`config.mk`:
```
export PLATFORM = sky130hd
export DESIGN_NAME = noise_lfsr_gen
export DESIGN_NICKNAME = d
export VERILOG_FILES = /design/src/rtl/noise_pkg.sv /design/src/rtl/noise_reset_timer.sv /design/src/rtl/noise_tap_map.sv /design/src/rtl/noise_lfsr_core.sv /design/src/rtl/noise_lfsr_gen.sv
export SDC_FILE = /design/constraint.sdc
export NUM_CORES = 1
export LEC_CHECK = 0
export BUFFER_PORTS_ARGS = -buffer_cell sky130_fd_sc_hd__buf_4
export CAP_MARGIN = 15
export CORE_MARGIN = 3
export CORE_UTILIZATION = 35
export CTS_CLUSTER_DIAMETER = 50
export DETAILED_ROUTE_END_ITERATION = 10
export GPL_ROUTABILITY_DRIVEN = 1
export GPL_TIMING_DRIVEN = 1
export REMOVE_ABC_BUFFERS = 1
export SLEW_MARGIN = 15
export SYNTH_ARGS = -nofsm -noshare
export SYNTH_HDL_FRONTEND = slang
export SYNTH_SLANG_ARGS = --single-unit
```
`constraint.sdc`:
```
create_clock -name clk_i -period 2.3 [get_ports clk_i]
set_input_delay 0.46 -clock clk_i [delete_from_list [all_inputs] [get_ports clk_i]]
set_output_delay 0.46 -clock clk_i [all_outputs]
set_load 0.05 [all_outputs]
```
`src/rtl/noise_pkg.sv`:
```
package noise_pkg;
    localparam int unsigned LFSR_BITS = 23;
    localparam int unsigned FB_HI     = 22;
    localparam int unsigned FB_LO     = 17;
    localparam int unsigned OUT_BITS  = 12;
    localparam int unsigned TAP_COUNT = 8;
    // entry i drives waveform bit OUT_BITS-1-i
    localparam int unsigned TAP_POS [TAP_COUNT] = '{22, 20, 16, 13, 11, 7, 4, 2};

    typedef logic [LFSR_BITS-1:0] lfsr_t;
    typedef logic [OUT_BITS-1:0]  wave_t;

    typedef struct packed {
        lfsr_t lfsr;
    } core_st_t;
endpackage

```
`src/rtl/noise_reset_timer.sv`:
```
module noise_reset_timer #(
    parameter int unsigned RESET_CYCLES = 4096
) (
    input  logic clk_i,
    input  logic rst_ni,
    input  logic test_i,
    output logic expire_o
);
    localparam int unsigned CNT_W = $clog2(RESET_CYCLES + 1);
    localparam logic [CNT_W-1:0] CNT_FULL = CNT_W'(RESET_CYCLES);

    typedef struct packed {
        logic [CNT_W-1:0] cnt;
    } tmr_st_t;

    tmr_st_t st_d, st_q;
    logic    expire_d;

    always_comb begin
        st_d     = st_q;
        expire_d = 1'b0;
        if (!test_i) begin
            st_d.cnt = CNT_FULL;
        end else if (st_q.cnt != '0) begin
            st_d.cnt = st_q.cnt - 1'b1;
            expire_d = (st_q.cnt == CNT_W'(1));
        end
    end

    always_ff @(posedge clk_i) begin
        if (!rst_ni) begin
            st_q.cnt <= CNT_FULL;
        end else begin
            st_q <= st_d;
        end
    end

    assign expire_o = expire_d;


    single_fire_chk: assert property (@(posedge clk_i) disable iff (!rst_ni)
        expire_o |=> !expire_o);
endmodule

```
`src/rtl/noise_tap_map.sv`:
```
module noise_tap_map
    import noise_pkg::*;
(
    input  lfsr_t lfsr_i,
    input  wave_t wb_data_i,
    output wave_t wave_o,
    output lfsr_t keep_mask_o
);
    localparam int unsigned GND_BITS = OUT_BITS - TAP_COUNT;

    for (genvar i = 0; i < TAP_COUNT; i++) begin : g_tap
        assign wave_o[OUT_BITS-1-i] = lfsr_i[TAP_POS[i]];
    end
    assign wave_o[GND_BITS-1:0] = '0;

    always_comb begin
        keep_mask_o = '1;
        for (int i = 0; i < TAP_COUNT; i++) begin
            keep_mask_o[TAP_POS[i]] = wb_data_i[OUT_BITS-1-i];
        end
    end
endmodule

```
`src/rtl/noise_lfsr_core.sv`:
```
module noise_lfsr_core
    import noise_pkg::*;
(
    input  logic  clk_i,
    input  logic  rst_ni,
    input  logic  shift_i,
    input  logic  test_i,
    input  logic  wb_en_i,
    input  lfsr_t keep_mask_i,
    input  logic  expire_i,
    output lfsr_t lfsr_o
);
    core_st_t st_d, st_q;
    lfsr_t    cleared;
    logic     fb;

    always_comb begin
        st_d    = st_q;
        cleared = wb_en_i ? (st_q.lfsr & keep_mask_i) : st_q.lfsr;
        fb      = (cleared[FB_HI] ^ cleared[FB_LO]) | test_i;
        st_d.lfsr = cleared;
        if (shift_i) begin
            st_d.lfsr = {cleared[LFSR_BITS-2:0], fb};
        end
        if (expire_i) begin
            st_d.lfsr = '1;
        end
    end

    always_ff @(posedge clk_i) begin
        if (!rst_ni) begin
            st_q.lfsr <= '1;
        end else begin
            st_q <= st_d;
        end
    end

    assign lfsr_o = st_q.lfsr;


    test_sets_lsb_chk: assert property (@(posedge clk_i) disable iff (!rst_ni)
        (shift_i && test_i && !expire_i) |=> lfsr_o[0]);


    shift_moves_chk: assert property (@(posedge clk_i) disable iff (!rst_ni)
        (shift_i && !wb_en_i && !expire_i) |=> lfsr_o[LFSR_BITS-1:1] == $past(lfsr_o[LFSR_BITS-2:0]));
endmodule

```
`src/rtl/noise_lfsr_gen.sv`:
```
module noise_lfsr_gen
    import noise_pkg::*;
#(
    parameter int unsigned RESET_CYCLES = 4096
) (
    input  logic        clk_i,
    input  logic        rst_ni,
    input  logic        noise_clk_i,
    input  logic        test_i,
    input  logic        wb_en_i,
    input  logic [11:0] wb_data_i,
    output logic [11:0] noise_o
);
    lfsr_t lfsr;
    lfsr_t keep_mask;
    logic  expire;

    noise_reset_timer #(
        .RESET_CYCLES(RESET_CYCLES)
    ) u_timer (
        .clk_i   (clk_i),
        .rst_ni  (rst_ni),
        .test_i  (test_i),
        .expire_o(expire)
    );

    noise_tap_map u_map (
        .lfsr_i     (lfsr),
        .wb_data_i  (wb_data_i),
        .wave_o     (noise_o),
        .keep_mask_o(keep_mask)
    );

    noise_lfsr_core u_core (
        .clk_i      (clk_i),
        .rst_ni     (rst_ni),
        .shift_i    (noise_clk_i),
        .test_i     (test_i),
        .wb_en_i    (wb_en_i),
        .keep_mask_i(keep_mask),
        .expire_i   (expire),
        .lfsr_o     (lfsr)
    );


    idle_hold_chk: assert property (@(posedge clk_i) disable iff (!rst_ni)
        (!noise_clk_i && !wb_en_i && !expire) |=> $stable(noise_o));


    wb_never_sets_chk: assert property (@(posedge clk_i) disable iff (!rst_ni)
        (wb_en_i && !noise_clk_i && !expire) |=> ((noise_o & ~$past(noise_o)) == 12'h000));


    expire_ones_chk: assert property (@(posedge clk_i) disable iff (!rst_ni)
        expire |=> (noise_o == 12'hFF0));
endmodule

```
Word level (Yosys, flattened, before mapping). Cells that the tools add are included.

Multiplexer cells: 4. Bitwise logic cells: 4. Reduce and logical (&&, ||, !) cells: 3. Add/subtract/negate cells: 1. Equality and inequality tests: 1.

Operators with widths (number): $mux 23 (2); $and 23x23->23 (1); $eq 13x1->1 const B (1); $reduce_bool 13->1 (1); $sub 13x1->13 const B (1); $mux 1 (2); $reduce_and 2->1 (1); $reduce_or 2->1 (1); $not 1->1 (1); $or 1x1->1 (1); $xor 1x1->1 (1).

Logic and storage cells: 15. Output and inout port bits: 12. Register bits: 36. Bits of input ports: 17.

Longest topological paths before layout. Gate-level depths: netlist of run 1.

Word-level depth: 5. Depth in mapped cells: 7. Depth with buffers taken out: 6.

Cells and area by module. From an unflattened synthesis of run 1, not the netlist that was laid out.

Cells, all modules: 235. Area total of the unflattened synthesis: 2173.3 um^2.

By module, submodules not included: noise_lfsr_core (area each 1187.4 um^2, times used 1, sequential area each 460.4 um^2, cells an instance 118); noise_reset_timer (area each 715.7 um^2, times used 1, sequential area each 260.2 um^2, cells an instance 80); noise_tap_map (area each 270.3 um^2, times used 1, sequential area each 0.0 um^2, cells an instance 37).

Worst setup path before layout of run 1. OpenSTA, ideal clock, no wires.

Path type: register to register. Start: reg u_timer.st_q[0] in the netlist's numbering. End: reg u_timer.st_q[5] in the netlist's numbering. Stages on the path, launching flop included: 7. Buffers on the path: 0. Data arrival time: 1.772 ns. Setup time: 0.070 ns. Data required time: 2.230 ns. Setup slack: 0.457 ns. Cell sequence: dfxtp_1 inv_1 ha_1 nor3b_1 and4_1 or4_2 a21oi_1.

Word-level cells in the longest chain between the ends: 1. Elaborated cells on any way between the ends: 2. Those cells by class: 1 x add/sub; 1 x reduce/logical.

Ends and longest elaborated chain: start: declaration (RTL line noise_reset_timer.sv:16) `tmr_st_t st_d, st_q;`; start signal: assignment (RTL line noise_reset_timer.sv:34) `st_q <= st_d;`; $sub 13x1->13 or $reduce_bool 13->1 (tied branches) (RTL line noise_reset_timer.sv:25, noise_reset_timer.sv:24).

Several ways; a longest one is shown, not always the timed one. A chain may end at the register's enable or synchronous reset.

Final worst setup path of run 1. Ends and elaborated chain as after synthesis.

==> results of run 1 <==
[kinds of logic after synthesis]
kind of cell               synth area share, %
and+or+nand+nor                           22.9
AOI/OAI and AO/OA                         18.4
DFF                                       42.6
buffers and inverters                     9.17
muxes                                     4.14
adders and majority gates                 1.48
xor gates and xnor gates                  1.04
other                                    0.222
[sequential cells by signal, indices dropped and copies added (netlist names)]
register,cells
u_timer.st_q,13
u_core.lfsr_o,23
[path summary, 6_finish.rpt]
path                            startpoint                             to  slack, ns  cells after the start
min reg2reg  u_timer.st_q[12]$_SDFFE_PN1P_  u_timer.st_q[12]$_SDFFE_PN1P_       0.46                      1
max           u_timer.st_q[0]$_SDFFE_PN0P_   u_timer.st_q[5]$_SDFFE_PN0P_       0.32                      6
max reg2reg   u_timer.st_q[0]$_SDFFE_PN0P_   u_timer.st_q[5]$_SDFFE_PN0P_       0.32                      6
min          u_timer.st_q[12]$_SDFFE_PN1P_  u_timer.st_q[12]$_SDFFE_PN1P_       0.46                      1
[metrics by stage]
step	instance area, um^2	instances	hold slack (ns)
after floorplan	1560	172	0.427
after global placement	1790	246	0.443
after detailed placement	1790	246	0.449
after CTS	1920	254	0.466
after global routing	1920	254	0.495
final	1920	254	0.463
[area by class of cell]
class | instances | area [um^2]
fillers | 471 | 2580
flip-flops and latches | 36 | 721
clock buffers | 7 | 96.3
well taps | 52 | 65.1
clock inverters | 1 | 30.0
repair buffers | 22 | 165
inverters | 4 | 15.0
multi-input cells | 132 | 827
[power breakdown]
group	switching, uW	total, uW	internal [uW]
combinational	180	316	136
clock	219	601	382
sequential	41.8	708	666
[synth_stat cells]
| cell | number | area share [%] |
|---|---|---|
| nand2b_1 | 4 | 1.5 |
| ha_1 | 2 | 1.5 |
| or4_1 | 1 | 0.44 |
| mux2i_1 | 7 | 4.1 |
| nor3_4 | 1 | 0.96 |
| buf_4 | 12 | 5.3 |
| nor2_1 | 14 | 3.1 |
| conb_1 | 1 | 0.22 |
| o211ai_1 | 9 | 4.0 |
| o21ai_0 | 9 | 2.7 |
| or2_2 | 1 | 0.37 |
| and2_1 | 1 | 0.37 |
| nand4_1 | 1 | 0.37 |
| and4_1 | 1 | 0.52 |
| buf_6 | 2 | 1.3 |
| clkbuf_1 | 6 | 1.3 |
| dfxtp_1 | 36 | 43 |
| nor4_1 | 2 | 0.74 |
| a211oi_1 | 2 | 0.89 |
| nand2_1 | 30 | 6.7 |
| xnor2_1 | 2 | 1.0 |
| o41a_1 | 1 | 0.67 |
| nand3_1 | 6 | 1.8 |
| or4_4 | 2 | 1.3 |
| or4_2 | 1 | 0.52 |
| a21o_1 | 10 | 4.4 |
| nor3b_1 | 1 | 0.44 |
| or3_2 | 1 | 0.44 |
| nor3_1 | 1 | 0.30 |
| buf_2 | 1 | 0.30 |
| inv_1 | 4 | 0.89 |
| or3b_2 | 1 | 0.52 |
| o31ai_1 | 4 | 1.8 |
| a2111oi_4 | 1 | 1.6 |
| a21oi_1 | 8 | 2.4 |
| nor4_4 | 1 | 1.3 |
| nand3b_1 | 3 | 1.3 |
[metal layers]
layer / share of wire [%] / track usage [%]
met1: 52 / 15.7
met2: 41 / 17.4
met3: 5.3 / 3.56
met4: 1.9 / 5.24
met5: 0 / 0
[worst reg2reg max path: cells and delay by family, from the launching register on]
kind                       cells  cell delay (ns)
and+or+nand+nor                3             1.05
DFF                            1             0.41
adders and majority gates      1             0.24
AOI/OAI and AO/OA              1             0.15
buffers and inverters          1             0.08
[cells in the final DEF (no fill, tap or decap)]
cell and n:
or3b_2 1, buf_4 22, a2111oi_4 1, inv_1 4, and2_1 1, nand4_1 1, a21o_1 10, nor4_4 1
nor2_1 14, o21ai_0 9, o31ai_1 4, dfxtp_1 36, or3_2 1, nand2b_1 4, or4_2 1, o211ai_1 9
or4_4 2, clkbuf_8 7, xnor2_1 2, mux2i_1 7, nor3_4 1, or2_2 1, and4_1 1, nand2_1 30
o41a_1 1, nand3b_1 3, nor3b_1 1, conb_1 4, nor3_1 1, nor4_1 2, a21oi_1 8, a211oi_1 2
bufinv_16 1, or4_1 1, nand3_1 6, ha_1 2
==> impl_metrics.ini, run 1 <==
[status]
status = finished clean

[detailed_routing]
wl_per_cell_um = 11.6
ant_nets = 0
firstDrtPassIters = 4
routed_wl_mm = 2.95
num_vias = 1274
drt_iter0_markers = 83
viasPerCell = 5.02
post-route-drc-count = 0

[critical_path]
cp_slowest_stage_delay_ns = 0.62
crit_path_end_kind = flop
worstSetupPathType = reg2reg
path_max_fanout = 6
worst_setup_path_start_kind = flop
cp.required_ns = 2.52
critPathBufInv = 1
crit_family = simple AND/OR/NAND/NOR gates
crit_arrival_ns = 2.20
crit_chain = inv_1 -> ha_1 -> nor3b_1 -> and4_1 -> or4_2 -> a21oi_1
crit_slowest_cell = or4_2

[sta]
rsz0062_at_grt = false
setup_tns_ns = 0
finalSetupViolations = 0
fin_skew_ns = 0.00301
drv_slew = 0
fmax_mhz = 505
layout_setup_ws_ns = 0.321
fin_crit_ns = 1.98
final_hold_viol_count = 0
min_period_over_period_pct = 86.0

[floorplan]
start_util_pct = 37.6
fp.dieW_um = 75.5
dieArea_um2 = 5700
rows = 24
fp.coreArea_um2 = 4500
ios = 29
die_h_um = 75.5

[synth]
syn-mean-instance-area_um2 = 8.90
synth-seq-cells = 36
synth_cells = 190
yosysSeqAreaShare_pct = 42.6
yosysWarnings = 0
synth.cell_area_um2 = 1690
synth_cell_types = 37

[clock_tree]
post-cts-setup-buffer-count = 0
cts.path.max_buffers = 2
path_clk_slew_ns = 0.07
cts_hold_buffers = 0
cts_max_level = 2
cts_resized = 0
clock_latency_ns = 0.28
cts_buffers = 5
clock-sinks = 36
root_buffer = clkbuf_8
cts_tree = done

[placed_design]
port_buffers = 20
dp_hpwl_mm = 2.05
globalplace.congestion = 0.730
place_ws_ns = 0.344

[finish]
final_nets = 220
layout-drive-gt1-share_pct = 19.3
final_core_utilization_pct = 42.6
diodes = 0
syn_to_final_growth_pct = 13.5

[power]
power_uw = 1620
p_leak_uw = 0.000843
ir_drop_mv = 0.516
pwr_density_cell_nw_per_um2 = 846

[global_routing]
grt_overflow = 0
grt.total_usage_pct = 11.7
first_global_vias = 1152
antenna_found_initial = 0
grt_pass1_wl_mm = 5.09
grt_max_degree = 40

[job]
max-cap-violations = 0

[worst_hold_path]
hp-class = reg2reg
No activity file was read; power rests on OpenSTA's default activity.
==> inputs of run 2 (changes only) <==
- RECOVER_POWER: unset -> 100
- SETUP_SLACK_MARGIN: unset -> 0.5
- clock period: 2.3 -> 1.8 ns (I/O delays scaled with it)
==> impl_metrics.ini, run 2 (synthesis results as in run 1) <==
[status]
status = finished clean

[critical_path]
worstSetupPathType = reg2reg
crit_chain = inv_2 -> ha_4 -> nor3b_4 -> and4_2 -> buf_6 -> or4_4 -> nand2_2
cp_slowest_stage_delay_ns = 0.50
worst_setup_path_start_kind = flop
path_max_fanout = 3
cp.required_ns = 2.03
crit_arrival_ns = 1.92
crit_path_end_kind = flop
crit_slowest_cell = or4_4

[power]
pwr-share-seq_pct = 43.0
combPwrFrac_pct = 24.5
p_leak_uw = 0.000907
power_uw = 2120
pwr_density_cell_nw_per_um2 = 1010
ir_drop_mv = 0.619
pwr-share-clk_pct = 32.5
cell_internal_pwr_uw = 1510
p_switching_uw = 609
swShare_pct = 28.7

[detailed_routing]
drt_iter0_markers = 49
routed_wl_mm = 3.31
firstDrtPassIters = 4
viasPerCell = 5.04
wl_per_cell_um = 12.1
num_vias = 1375
ant_nets = 0
post-route-drc-count = 0

[sta]
min_period_over_period_pct = 93.8
fmax_mhz = 592
fin_skew_ns = 0.00343
finalSetupViolations = 0
tightest_slew_ns = 0.604
final_hold_viol_count = 0
rsz0062_at_grt = true
max-slew-margin-rel_pct = 59.9
fin_crit_ns = 1.69
drv_slew = 0

[finish]
layout_commonest_cell = dfxtp_1
layout-drive-gt1-share_pct = 29.4
nFillCells = 475
diodes = 0
final_nets = 239
largest_register_ffs = 23
syn_to_final_growth_pct = 24.3
final_core_utilization_pct = 46.7
layout_common_cells = dfxtp_1 (31), nand2_1 (29), buf_4 (25)

[clock_tree]
path_clk_slew_ns = 0.07
root_buffer = clkbuf_8
cts_hold_buffers = 0
cts_tree = done
clock-sinks = 36
cts_max_level = 2
cts_buffers = 5
cts.path.max_buffers = 2
clock_latency_ns = 0.28

[job]
max-cap-violations = 0

[floorplan]
ios = 29
rows = 24
dieArea_um2 = 5700
fp.dieW_um = 75.5
start_util_pct = 37.6
die_h_um = 75.5
fp.coreArea_um2 = 4500

[worst_hold_path]
hp-class = in2reg

[global_routing]
grt_max_degree = 40
first_global_vias = 1250
grt_overflow = 0
grt_pass1_wl_mm = 5.42
grt.total_usage_pct = 12.6
antenna_found_initial = 0

[placed_design]
dp_hpwl_mm = 2.24
port_buffers = 20
globalplace.congestion = 0.742
run 2: changes by cell type in the layout (fill, tap and decap cells not counted), moves of 3 or more:
cell and delta:
dfxtp_1 -5, nor2_1 -3, clkbuf_1 +12, dfxtp_2 +5, buf_6 +3, buf_4 +3
run 2: layer usage:
metal	vias up	global-route usage (%)	wire length, um
met2	21	20.2	1560
met4	0	5.24	45
li1	712	-	-
met5	-	0	0
met3	5	3.56	136
met1	637	15.8	1570
run 2: power groups by stage:
stage | Sequential, uW | Clock [uW] | Combinational, uW
finish | 911 | 689 | 519
global route | 920 | 749 | 571
CTS | 906 | 723 | 520
detailed placement | 919 | 0 | 448
global placement | 918 | 0 | 444
floorplan | 953 | 0 | 267
run 2: area by class of cell:
| type | count | area (um^2) | area share [%] |
|---|---|---|---|
| clock buffer | 6 | 72.6 | 3.45 |
| sequential | 36 | 727 | 34.6 |
| clock inverter | 2 | 35.0 | 1.67 |
| timing repair buffer | 41 | 283 | 13.5 |
| tap | 52 | 65.1 | 3.10 |
| multi-input combinational | 132 | 905 | 43.0 |
| inverter | 4 | 15.0 | 0.714 |
run 2: worst max-delay path, delay by kind of cell (launching register included):
kind | cells | cell delay, ns
fa+ha+maj | 1 | 0.16
buf+inv | 2 | 0.17
flops | 1 | 0.34
simple gates | 4 | 0.97
run 2: path summary, 6_finish.rpt:
path	from	to	slack, ns	cells after the start
max	u_timer.st_q[0]$_SDFFE_PN0P_	u_timer.st_q[11]$_SDFFE_PN0P_	0.11	7
min	wb_data_i[7]	u_core.lfsr_o[11]$_SDFF_PP1_	0.42	3
max reg2reg	u_timer.st_q[0]$_SDFFE_PN0P_	u_timer.st_q[11]$_SDFFE_PN0P_	0.11	7
min reg2reg	u_core.lfsr_o[18]$_SDFFE_PP1P_	u_core.lfsr_o[19]$_SDFFE_PP1P_	0.47	2
run 2: timing repair:
item / CTS / global route
buffers inserted: 8 / 1
pin swaps: 18 / 9
endpoints found under the setup margin: 36 / 36
gates resized for setup: 23 / 12
cloned: 0 / 0
run 2: through the flow:
stage | instances | worst slack, ns | hold WS, ns | setup TNS (ns) | cell area (um^2)
final | 273 | 0.112 | 0.424 | 0 | 2100
after global routing | 273 | 0.0404 | 0.458 | 0 | 2100
after CTS | 272 | 0.198 | 0.417 | 0 | 2100
after detailed placement | 256 | 0.0274 | 0.449 | 0 | 1870
after global placement | 256 | 0.0389 | 0.445 | 0 | 1870
after floorplan | 172 | -0.0448 | 0.427 | -0.0448 | 1560
